===== config.mk =====
export PLATFORM = sky130hd
export DESIGN_NAME = irq_l2_ctrl
export DESIGN_NICKNAME = d
export VERILOG_FILES = /design/src/rtl/irq_l2_pkg.sv /design/src/rtl/irq_l2_edge_latch.sv /design/src/rtl/irq_l2_mask.sv /design/src/rtl/irq_l2_regs.sv /design/src/rtl/irq_l2_ctrl.sv
export SDC_FILE = /design/constraint.sdc
export NUM_CORES = 1
export LEC_CHECK = 0
export BUFFER_PORTS_ARGS = -buffer_cell sky130_fd_sc_hd__buf_4
export CAP_MARGIN = 10
export CORE_MARGIN = 3
export CORE_UTILIZATION = 35
export CTS_CLUSTER_SIZE = 16
export DETAILED_ROUTE_END_ITERATION = 8
export PLACE_DENSITY_LB_ADDON = 0.15
export SLEW_MARGIN = 20
export SYNTH_ARGS = -nofsm -noshare
export SYNTH_HDL_FRONTEND = slang
export SYNTH_SLANG_ARGS = --single-unit

===== constraint.sdc =====
create_clock -name clk -period 3.5 [get_ports clk]
set_input_delay 0.35 -clock clk [delete_from_list [all_inputs] [get_ports clk]]
set_output_delay 0.35 -clock clk [all_outputs]
set_load 0.03 [all_outputs]

===== src/rtl/irq_l2_pkg.sv =====
package irq_l2_pkg;

  // Byte offsets of the register set; has_ack is 0 when no acknowledge exists.
  typedef struct packed {
    logic [7:0] stat;
    logic [7:0] ack;
    logic [7:0] mstat;
    logic [7:0] mset;
    logic [7:0] mclr;
    logic       has_ack;
  } regmap_t;

  function automatic regmap_t map_for(input bit latched);
    regmap_t m;
    if (latched) begin
      m.stat    = 8'h00;
      m.ack     = 8'h08;
      m.mstat   = 8'h0C;
      m.mset    = 8'h10;
      m.mclr    = 8'h14;
      m.has_ack = 1'b1;
    end else begin
      m.stat    = 8'h00;
      m.ack     = 8'hFF;
      m.mstat   = 8'h04;
      m.mset    = 8'h08;
      m.mclr    = 8'h0C;
      m.has_ack = 1'b0;
    end
    return m;
  endfunction

endpackage


===== src/rtl/irq_l2_edge_latch.sv =====
module irq_l2_edge_latch #(
  parameter int NUM_SRC = 32
) (
  input  logic               clk,
  input  logic               rst,
  input  logic [NUM_SRC-1:0] src_i,
  input  logic [NUM_SRC-1:0] ack_i,
  output logic [NUM_SRC-1:0] stat_o
);
  logic [NUM_SRC-1:0] prev_q;
  logic [NUM_SRC-1:0] stat_q;
  logic [NUM_SRC-1:0] rise;

  assign rise = src_i & ~prev_q;

  // A fresh edge overrides an acknowledge of the same bit.
  always_ff @(posedge clk) begin
    if (rst) begin
      prev_q <= '0;
      stat_q <= '0;
    end else begin
      prev_q <= src_i;
      stat_q <= (stat_q & ~ack_i) | rise;
    end
  end

  assign stat_o = stat_q;
endmodule


===== src/rtl/irq_l2_mask.sv =====
module irq_l2_mask #(
  parameter int NUM_SRC = 32
) (
  input  logic               clk,
  input  logic               rst,
  input  logic [NUM_SRC-1:0] set_i,
  input  logic [NUM_SRC-1:0] clr_i,
  output logic [NUM_SRC-1:0] mask_o
);
  logic [NUM_SRC-1:0] mask_q;

  always_ff @(posedge clk) begin
    if (rst) mask_q <= '1;
    else     mask_q <= (mask_q | set_i) & ~clr_i;
  end

  assign mask_o = mask_q;
endmodule


===== src/rtl/irq_l2_regs.sv =====
module irq_l2_regs
  import irq_l2_pkg::*;
#(
  parameter int NUM_SRC = 32,
  parameter int ADDR_W  = 8,
  parameter bit LATCHED = 1'b1
) (
  input  logic               clk,
  input  logic               rst,
  input  logic [ADDR_W-1:0]  addr_i,
  input  logic               wr_en_i,
  input  logic [NUM_SRC-1:0] wr_data_i,
  input  logic               rd_en_i,
  input  logic [NUM_SRC-1:0] stat_i,
  input  logic [NUM_SRC-1:0] mask_i,
  output logic [NUM_SRC-1:0] ack_o,
  output logic [NUM_SRC-1:0] set_o,
  output logic [NUM_SRC-1:0] clr_o,
  output logic [NUM_SRC-1:0] rd_data_o
);
  localparam regmap_t MAP = map_for(LATCHED);

  logic hit_ack, hit_set, hit_clr;
  logic [NUM_SRC-1:0] rd_q;

  assign hit_ack = MAP.has_ack && (addr_i == ADDR_W'(MAP.ack));
  assign hit_set = (addr_i == ADDR_W'(MAP.mset));
  assign hit_clr = (addr_i == ADDR_W'(MAP.mclr));

  assign ack_o = (wr_en_i && hit_ack) ? wr_data_i : '0;
  assign set_o = (wr_en_i && hit_set) ? wr_data_i : '0;
  assign clr_o = (wr_en_i && hit_clr) ? wr_data_i : '0;

  always_ff @(posedge clk) begin
    if (rst) begin
      rd_q <= '0;
    end else if (rd_en_i) begin
      if (addr_i == ADDR_W'(MAP.stat))       rd_q <= stat_i;
      else if (addr_i == ADDR_W'(MAP.mstat)) rd_q <= mask_i;
      else                                   rd_q <= '0;
    end
  end

  assign rd_data_o = rd_q;
endmodule


===== src/rtl/irq_l2_ctrl.sv =====
module irq_l2_ctrl #(
  parameter int NUM_SRC = 32,
  parameter int ADDR_W  = 8,
  parameter bit LATCHED = 1'b1
) (
  input  logic               clk,
  input  logic               rst,
  input  logic [NUM_SRC-1:0] src_i,
  input  logic [ADDR_W-1:0]  addr_i,
  input  logic               wr_en_i,
  input  logic [NUM_SRC-1:0] wr_data_i,
  input  logic               rd_en_i,
  output logic [NUM_SRC-1:0] rd_data_o,
  output logic               irq_o
);
  logic [NUM_SRC-1:0] ack_w, set_w, clr_w;
  logic [NUM_SRC-1:0] stat_w, mask_w;
  logic               irq_q;

  irq_l2_regs #(.NUM_SRC(NUM_SRC), .ADDR_W(ADDR_W), .LATCHED(LATCHED)) u_regs (
    .clk(clk), .rst(rst), .addr_i(addr_i), .wr_en_i(wr_en_i),
    .wr_data_i(wr_data_i), .rd_en_i(rd_en_i), .stat_i(stat_w),
    .mask_i(mask_w), .ack_o(ack_w), .set_o(set_w), .clr_o(clr_w),
    .rd_data_o(rd_data_o)
  );

  irq_l2_mask #(.NUM_SRC(NUM_SRC)) u_mask (
    .clk(clk), .rst(rst), .set_i(set_w), .clr_i(clr_w), .mask_o(mask_w)
  );

  generate
    if (LATCHED) begin : g_latched
      irq_l2_edge_latch #(.NUM_SRC(NUM_SRC)) u_latch (
        .clk(clk), .rst(rst), .src_i(src_i), .ack_i(ack_w), .stat_o(stat_w)
      );
    end else begin : g_level
      // ack_w is always zero here: the level map decodes no acknowledge.
      assign stat_w = src_i & ~ack_w;
    end
  endgenerate

  always_ff @(posedge clk) begin
    if (rst) irq_q <= 1'b0;
    else     irq_q <= |(stat_w & ~mask_w);
  end

  assign irq_o = irq_q;
endmodule


After elaboration in Yosys (flattened, before gate mapping)
Cells that the tools add are included.

Register bits after elaboration: 129. Latch bits: 0. Memory bits (writable): 0. Bits in read-only memories: 0. Input port bits: 76. Memories: 0.

$add $sub $neg: 0. Multiply operators: 0. Div/mod/pow operators: 0. Magnitude comparators: 0. Equal/unequal tests: 4. Shift-type cells: 0. Mux-type cells: 5. Bitwise gates (word level): 10. Reduce and logical (&&, ||, !) cells: 5.

Operators by type and width (number): 2-to-1 mux 32 bit (5); AND 32 bit (4); inverter 32 bit (4); OR 32 bit (2); OR reduction 32 bit (1); == test 8 x 4 -> 1 bit, second input constant (2); == test 8 x 5 -> 1 bit, second input constant (2); logical NOT 8 bit (1); logical AND 1 bit (3).

Depth between registers and ports, before layout
Gate-level depths: netlist (run 1).

Depth in word-level cells: 6. Gate-level depth with buffers: 5. Mapped depth without buffers: 4.

By module
A second synthesis (run 1) with hierarchy kept.

Cells, all modules: 623. Area total of the unflattened synthesis: 5811.8 um^2.

Modules (own cells, without submodules): irq_l2_edge_latch (times used 1, cells each 199, area an instance 2311.0 um^2, seq. area each 1281.2 um^2); irq_l2_regs (times used 1, cells each 271, area an instance 2210.9 um^2, seq. area each 640.6 um^2); irq_l2_mask (times used 1, cells each 99, area an instance 1016.0 um^2, seq. area each 640.6 um^2); irq_l2_ctrl (times used 1, cells each 54, area an instance 274.0 um^2, seq. area each 20.0 um^2).

Worst setup path after synthesis (run 1)
OpenSTA, ideal clock, no wires.

Path kind: input to register. Start point: input port addr_i[5]. End point: register u_regs.rd_q[10] (netlist: u_regs.rd_data_o[10]). Library setup time: 81 ps. Arrival: 1708 ps. Data required time: 3419 ps. Setup slack: 1710 ps. Stages: 5. Cells stage by stage: or4b_4 > nor4_4 > buf_6 > a22oi_2 > a211oi_2.

Longest elaborated chain between the ends: 3. Elaborated cells between the ends (all ways): 4. Classes of those cells: eq/ne (1); mux (2); reduce/logical (1).

RTL lines: start: declaration (RTL line irq_l2_ctrl.sv:9) `input logic [ADDR_W-1:0] addr_i,`; == test 8 x 4 -> 1 bit (RTL line irq_l2_regs.sv:39) `else if (addr_i == ADDR_W'(MAP.mstat)) rd_q <= mask_i;`; 2-to-1 mux 32 bit (RTL line irq_l2_regs.sv:39); 2-to-1 mux 32 bit (*) (RTL line irq_l2_regs.sv:38) `if (addr_i == ADDR_W'(MAP.stat)) rd_q <= stat_i;`; end signal: assignment (RTL line irq_l2_regs.sv:38); end signal: assignment (RTL line irq_l2_regs.sv:39); end: declaration (RTL line irq_l2_regs.sv:24) `logic [NUM_SRC-1:0] rd_q;`.

Mark *: on every way between the ends. The rest lies on a longest branch, timed or not. A chain may end at the register's enable or synchronous reset.

Worst setup path after layout (run 1)
Start point: input port addr_i[5]. End point: register u_mask.mask_q[17] (netlist: u_mask.mask_o[17]).

Longest elaborated chain between the ends: 5. Elaborated cells between the ends (all ways): 9. Classes of those cells: eq/ne (2); mux (2); bitwise (3); reduce/logical (2).

RTL lines: == test 8 x 5 -> 1 bit, on equally long branches (RTL line irq_l2_regs.sv:27, irq_l2_regs.sv:28); logical AND 1 bit, on equally long branches (RTL line irq_l2_regs.sv:31, irq_l2_regs.sv:32); 2-to-1 mux 32 bit, on equally long branches (RTL line irq_l2_regs.sv:31, irq_l2_regs.sv:32); OR 32 bit / inverter 32 bit (equally long branches) (RTL line irq_l2_mask.sv:14) `else mask_q <= (mask_q | set_i) & ~clr_i;`; AND 32 bit (*) (RTL line irq_l2_mask.sv:14); end signal: assignment (RTL line irq_l2_mask.sv:14); end: declaration (RTL line irq_l2_mask.sv:10) `logic [NUM_SRC-1:0] mask_q;`.

Marked as above.

==> results of run 1 <==
worst max path at each step:
stage                                 endpoint  slack, ps  depth (start not counted)
final                        u_mask.mask_o[17]       1530                          5
after global routing          u_mask.mask_o[8]       1450                          5
after CTS                    u_mask.mask_o[17]       1560                          5
after detailed placement     u_mask.mask_o[17]       1120                          5
after global placement       u_mask.mask_o[23]       1110                          5
after floorplan           u_regs.rd_data_o[10]       1710                          5
where the power goes:
group | total, W | internal [W] | switching, W
clock network | 0.00172 | 0.00112 | 0.000603
registers | 0.00158 | 0.00155 | 0.0000383
logic | 0.000322 | 0.000142 | 0.000179
total | 0.00363 | 0.00281 | 0.000821
placed cells by master, fill, tap and decap left out, drive strengths merged, types with 3 or more instances in the layout:
cell type  netlist  layout
nor4             6       6
clkbuf          16      27
a22oi           32      32
nand2b          34      34
a211o           32      32
clkinv           0       3
a21oi           32      32
o22ai           16      16
a211oi          64      64
nor2            33      33
o21ai           32      32
inv             64      64
dfxtp          129     129
buf             20     114
synth_stat cells, drive strengths merged:
cell type / count
o21ai: 32
or3b: 1
nor2: 33
dfxtp: 129
a22oi: 32
nor4: 6
or4: 2
a211o: 32
inv: 64
o22ai: 16
a41oi: 1
buf: 20
a211oi: 64
nand2b: 34
a21oi: 32
or4b: 1
nor3: 2
clkbuf: 16
kinds of logic after synthesis:
kind of cell | after synthesis | share of synthesized area (%)
buffers and inverters | 100 | 8.299
DFF | 129 | 49.65
AOI/OAI and AO/OA | 209 | 33.27
and+or+nand+nor | 79 | 8.780
cell type report:
cell class                      instances  area (um2)
Multi-Input combinational cell        288        2216
Sequential cell                       129        2582
Clock buffer                           27       503.0
Fill cell                            1388        7506
Inverter                               64       240.2
Timing Repair Buffer                  114       855.8
Tap cell                              180       225.2
Clock inverter                          5       75.07
critical path, cell delays in order:
cell and delay (ps):
buf_4 110, or4b_4 570, nor4_4 670, buf_4 410, a21oi_1 140
metrics by stage:
stage | utilization (%) | area [um2] | hold WS (ps) | worst slack [ps] | cells
CTS | 47.15 | 6698 | 100.1 | 1557 | 807
detailed placement | 43.08 | 6120 | 395.3 | 1120 | 775
global route | 47.15 | 6698 | 109.3 | 1447 | 807
floorplan | - | 5201 | 390.1 | 1710 | 517
global placement | 43.08 | 6120 | 394.2 | 1109 | 775
finish | 47.15 | 6698 | 123.6 | 1532 | 807
per-layer routing:
metal  routed length, um  vias up
li1                    -     2056
met1                6416     1980
met2                6327       96
met3                 786       12
met4                 155        0
met5                   0        -
registers in the layout, indices dropped and copies added, names as in the netlist:
name,flops
irq_o,1
g_latched.u_latch.stat_o,32
u_mask.mask_o,32
u_regs.rd_data_o,32
g_latched.u_latch.prev_q,32
==> impl_metrics.env, run 1 <==
export IMPL_peakVddDrop_uv=306.1
export IMPL_clock_skew_ps=5.772
export IMPL_critical_path_startpoint="addr_i[5]"
export IMPL_synth_seq_cells=129
export IMPL_gp_congestion=0.7596
export IMPL_fin_crit_sh_pct=56.24
export IMPL_required_ps=3790
export IMPL_powerDensity_nw_per_um2=541.8
export IMPL_outcome="completed"
export IMPL_grt_max_degree=72
export IMPL_hold_class="in2reg"
export IMPL_tightest_slew_ps=865.2
export IMPL_clk_latency_ps=420
export IMPL_drtIter0Drc=291
export IMPL_slew_viol_final=0
export IMPL_hold_viol=0
export IMPL_num_io_pins=109
export IMPL_cts_root_buffer="clkbuf_16"
export IMPL_worstPathMaxFanout=22
export IMPL_power_w=0.003629
export IMPL_die_y_um=127.9
export IMPL_wl_per_cell_um=16.96
export IMPL_hold_start="wr_data_i[4]"
export IMPL_cts_htree_levels=4
export IMPL_die_area_um2=16360
export IMPL_antenna_found_initial=0
export IMPL_report_final_setup_viol=0
export IMPL_fmax_mhz=508.0
export IMPL_synth_area_leaders="dfxtp_1 50%, a211oi_2 7.2%, a22oi_2 7.2%"
export IMPL_leakagePower_nw=2.780
export IMPL_drcViolationCount=0
export IMPL_grt_use_total_pct=17.31
export IMPL_synth_cell_types=26
export IMPL_rsz0062_at_grt="no"
export IMPL_rows=43
export IMPL_antenna_cells=0
export IMPL_worstPathArrival_ps=2260
export IMPL_worstReg2RegStart="g_latched.u_latch.stat_o[19]"
export IMPL_netlist_area_um2=5201
export IMPL_cts_buffers_inserted=17
export IMPL_overflow=0
export IMPL_dp_hpwl_um=8966
export IMPL_synth_largest_area_cell="dfxtp_1"
export IMPL_cp_start_kind="primary input"
export IMPL_critical_path_class="in2reg"
export IMPL_grt_pass1_vias=4226
export IMPL_drive_above_1_share_pct=33.17
export IMPL_post_cts_repair_setup_buffers=0
export IMPL_clk_pin_slew_ps=50
export IMPL_yosysWarnings=0
export IMPL_cts_tree="built"
export IMPL_max_slew_margin_pct=42.32
export IMPL_worstSetupEndpointType="flop"
export IMPL_area_growth_pct=28.77
export IMPL_cap_violations=0
export IMPL_viasPerCell=5.135
export IMPL_fin_nets=690
export IMPL_synthCells=517
export IMPL_grt_use_met3_pct=5.292
export IMPL_numPortBuffers=108
export IMPL_ant_nets=0
export IMPL_ff2ff_setup_slack_ps=2220
export IMPL_syn_area_per_cell_um2=10.06
export IMPL_grt_pass1_wl_um=21800
export IMPL_wl_um=13690
export IMPL_syn_num_nets=593
export IMPL_reg2reg_depth=4
export IMPL_whs_path_depth=2
export IMPL_grt_use_met1_pct=22.48
export IMPL_cts_num_sinks=129
export IMPL_netlist_area_leader_share_pct=49.65
export IMPL_post_route_min_period_ps=1968
export IMPL_r2r_end="irq_o"
export IMPL_final_setup_tns_ps=0
export IMPL_busiest_layer="met2"
export IMPL_clk_path_buf_depth=2
export IMPL_chipWidth_um=127.9
export IMPL_cts_resized=0
export IMPL_firstDrtPassIters=5
export IMPL_core_um2=14200
export IMPL_cts_hold_buffers=0
export IMPL_met2_usage_pct=27.11
export IMPL_synth_yosys_seq_area_share_pct=49.65
export IMPL_vias=4144
export IMPL_holdPathEnd="u_mask.mask_o[4]"
export IMPL_initial_utilization_pct=36.62
Power figures use the tool's default switching activity.
==> inputs of run 2 (changes only) <==
ABC_AREA = 1   (was unset)
clock period = 1.8 ns   (was 3.5 ns; I/O delays follow)
==> run 2 against run 1 <==
Against the previous run: power up 95%; area after synthesis grew 16%; combinational power rose by 130%; worst setup slack lost 860 ps; register-to-register slack lost 1500 ps; die area rose by 15%; via count rose by 32%; sequential share of layout area is 5.6 points lower; clock-buffer cell count shrank 2; clock power increased by 91%; cell count increased by 55%; routed wire length rose by 13%.
==> impl_metrics.env, run 2 <==
export IMPL_leakagePower_nw=4.220
export IMPL_outcome="completed"
export IMPL_wl_um=15460
export IMPL_fin_nets=1098
export IMPL_worstPathMaxFanout=2
export IMPL_firstDrtPassIters=5
export IMPL_critical_path_class="reg2out"
export IMPL_die_area_um2=18810
export IMPL_yosys_top_cells_count="237 x nand2_1, 163 x inv_1, 141 x nor2_1, 129 x dfxtp_1, 97 x nand3_1"
export IMPL_synth_seq_cells=129
export IMPL_cap_violations=0
export IMPL_synthCells=894
export IMPL_async_reset_ff_share_pct=0
export IMPL_final_setup_tns_ps=0
export IMPL_mostFrequentLayoutCell="nand2_1"
export IMPL_max_slew_margin_pct=70.53
export IMPL_slew_viol_final=0
export IMPL_mostFrequentLayoutCells="237 x nand2_1, 163 x inv_1, 141 x nor2_1"
export IMPL_drive_above_1_share_pct=18.90
export IMPL_core_um2=16700
export IMPL_syn_area_per_cell_um2=6.733
export IMPL_final_area_um2=7843
export IMPL_drcViolationCount=0
export IMPL_cpPeakStageDelay_ps=360
export IMPL_antenna_cells=0
export IMPL_vias=5451
export IMPL_cts_num_sinks=129
export IMPL_clock_skew_ps=8.057
export IMPL_numPortBuffers=108
export IMPL_finalNonFillerCells=1252
export IMPL_grt_max_degree=44
export IMPL_cts_root_buffer="clkbuf_16"
export IMPL_ant_nets=0
export IMPL_post_place_ws_ps=436.7
export IMPL_post_cts_repair_setup_buffers=0
export IMPL_wl_per_cell_um=12.35
export IMPL_crit_chain="buf_4"
export IMPL_viasPerCell=4.354
export IMPL_cp_start_kind="flop"
export IMPL_place_area_um2=6987
export IMPL_ys_flop_type="dfxtp_1"
export IMPL_cts_tree="built"
export IMPL_hold_class="in2reg"
export IMPL_fmax_mhz=886.5
export IMPL_crit_path_top_delay_cell="dfxtp_1"
export IMPL_syn_num_nets=970
export IMPL_dp_hpwl_um=10020
export IMPL_post_route_min_period_ps=1128
export IMPL_initial_utilization_pct=36.04
export IMPL_hold_viol=0
export IMPL_rsz0062_at_grt="no"
export IMPL_worstSetupEndpointType="output port"
export IMPL_overflow=0
export IMPL_fin_crit_sh_pct=62.67
export IMPL_finalWorstSetupSlack_ps=672.0
export IMPL_netlist_area_leader_share_pct=42.90
export IMPL_crit_family="flip-flops"
export IMPL_gp_congestion=0.7571
export IMPL_grt_use_total_pct=17.19
export IMPL_crit_buf_inv=1
export IMPL_powerDensity_nw_per_um2=904.4
export IMPL_required_ps=1620
export IMPL_synth_edf_count=0
export IMPL_clk_latency_ps=420
export IMPL_synth_area_leaders="dfxtp_1 43%, nand2_1 15%, inv_1 10%"
export IMPL_tightest_slew_ps=442.0
export IMPL_synth_largest_area_cell="dfxtp_1"
export IMPL_grt_pass1_vias=5080
export IMPL_place_inst=1194
export IMPL_cts_htree_levels=4
export IMPL_cts_buffers_inserted=17
export IMPL_synth_yosys_seq_area_share_pct=42.90
export IMPL_power_w=0.007092
export IMPL_worstPathArrival_ps=950
export IMPL_synth_cell_types=25
export IMPL_peakVddDrop_uv=636.8
export IMPL_clk_pin_slew_ps=50
export IMPL_clk_path_buf_depth=2
export IMPL_grt_pass1_wl_um=25050
export IMPL_netlist_area_um2=6020
export IMPL_die_y_um=137.1
export IMPL_antenna_found_initial=0
export IMPL_yosysWarnings=0
export IMPL_area_growth_pct=30.28
export IMPL_yosysMostFrequentCell="nand2_1"
export IMPL_chipWidth_um=137.1
export IMPL_rows=47
export IMPL_report_final_setup_viol=0
export IMPL_num_io_pins=109
export IMPL_drtIter0Drc=240
-- run 2: metrics by stage --
stage	util (%)	hold WS, ps
2_1_floorplan	-	298.5
3_3_place_gp	41.83	420.1
3_5_place_dp	41.83	419.7
4_1_cts	46.96	1.650
5_1_grt	46.96	14.72
6_report	46.96	17.74
-- run 2: kinds of logic (layout without fill, tap and decap cells) --
group | after synthesis | count (layout) | share of synthesized area [%]
buf+inv | 209 | 347 | 16.01
simple gates | 488 | 488 | 33.63
flops | 129 | 129 | 42.90
compound gates | 68 | 68 | 7.462
-- run 2: worst min-delay path, cell delays in order --
cell and delay, ps:
buf_4 100, inv_1 40, nor2_1 50
-- run 2: repair_timing --
item	4_1_cts	5_1_grt
hold endpoints to repair	29	0
resized for setup	0	0
hold buffers	29	0
-- run 2: power breakdown --
group / switching (W) / internal [W]
Clock: 0.00119 / 0.00209
Combinational: 0.000402 / 0.000325
Sequential: 0.0000773 / 0.00300
Total: 0.00167 / 0.00542
-- run 2: path summary, 6_finish.rpt --
kind,startpoint,endpoint,slack (ps),cells after the start
min,src_i[20],g_latched.u_latch.prev_q[20],20,3
max,u_regs.rd_data_o[20],rd_data_o[20],670,1
min reg2reg,g_latched.u_latch.prev_q[22],g_latched.u_latch.stat_o[22],450,3
max reg2reg,u_mask.mask_o[1],irq_o,730,7
-- run 2: layer usage --
layer / part of all wire, % / GRT usage (%) / up-vias
li1: - / - / 2924
met1: 50 / 23.87 / 2377
met2: 43 / 26.10 / 137
met3: 6.0 / 4.743 / 13
met4: 1.0 / 4.933 / 0
met5: 0 / 0 / -
-- run 2: area by class of cell --
class / instances / area, um2
Timing Repair Buffer: 151 / 1319
Clock buffer: 25 / 515.5
Fill cell: 1761 / 8859
Inverter: 167 / 626.9
Multi-Input combinational cell: 556 / 2474
Clock inverter: 4 / 50.05
Sequential cell: 129 / 2582
Tap cell: 220 / 275.3
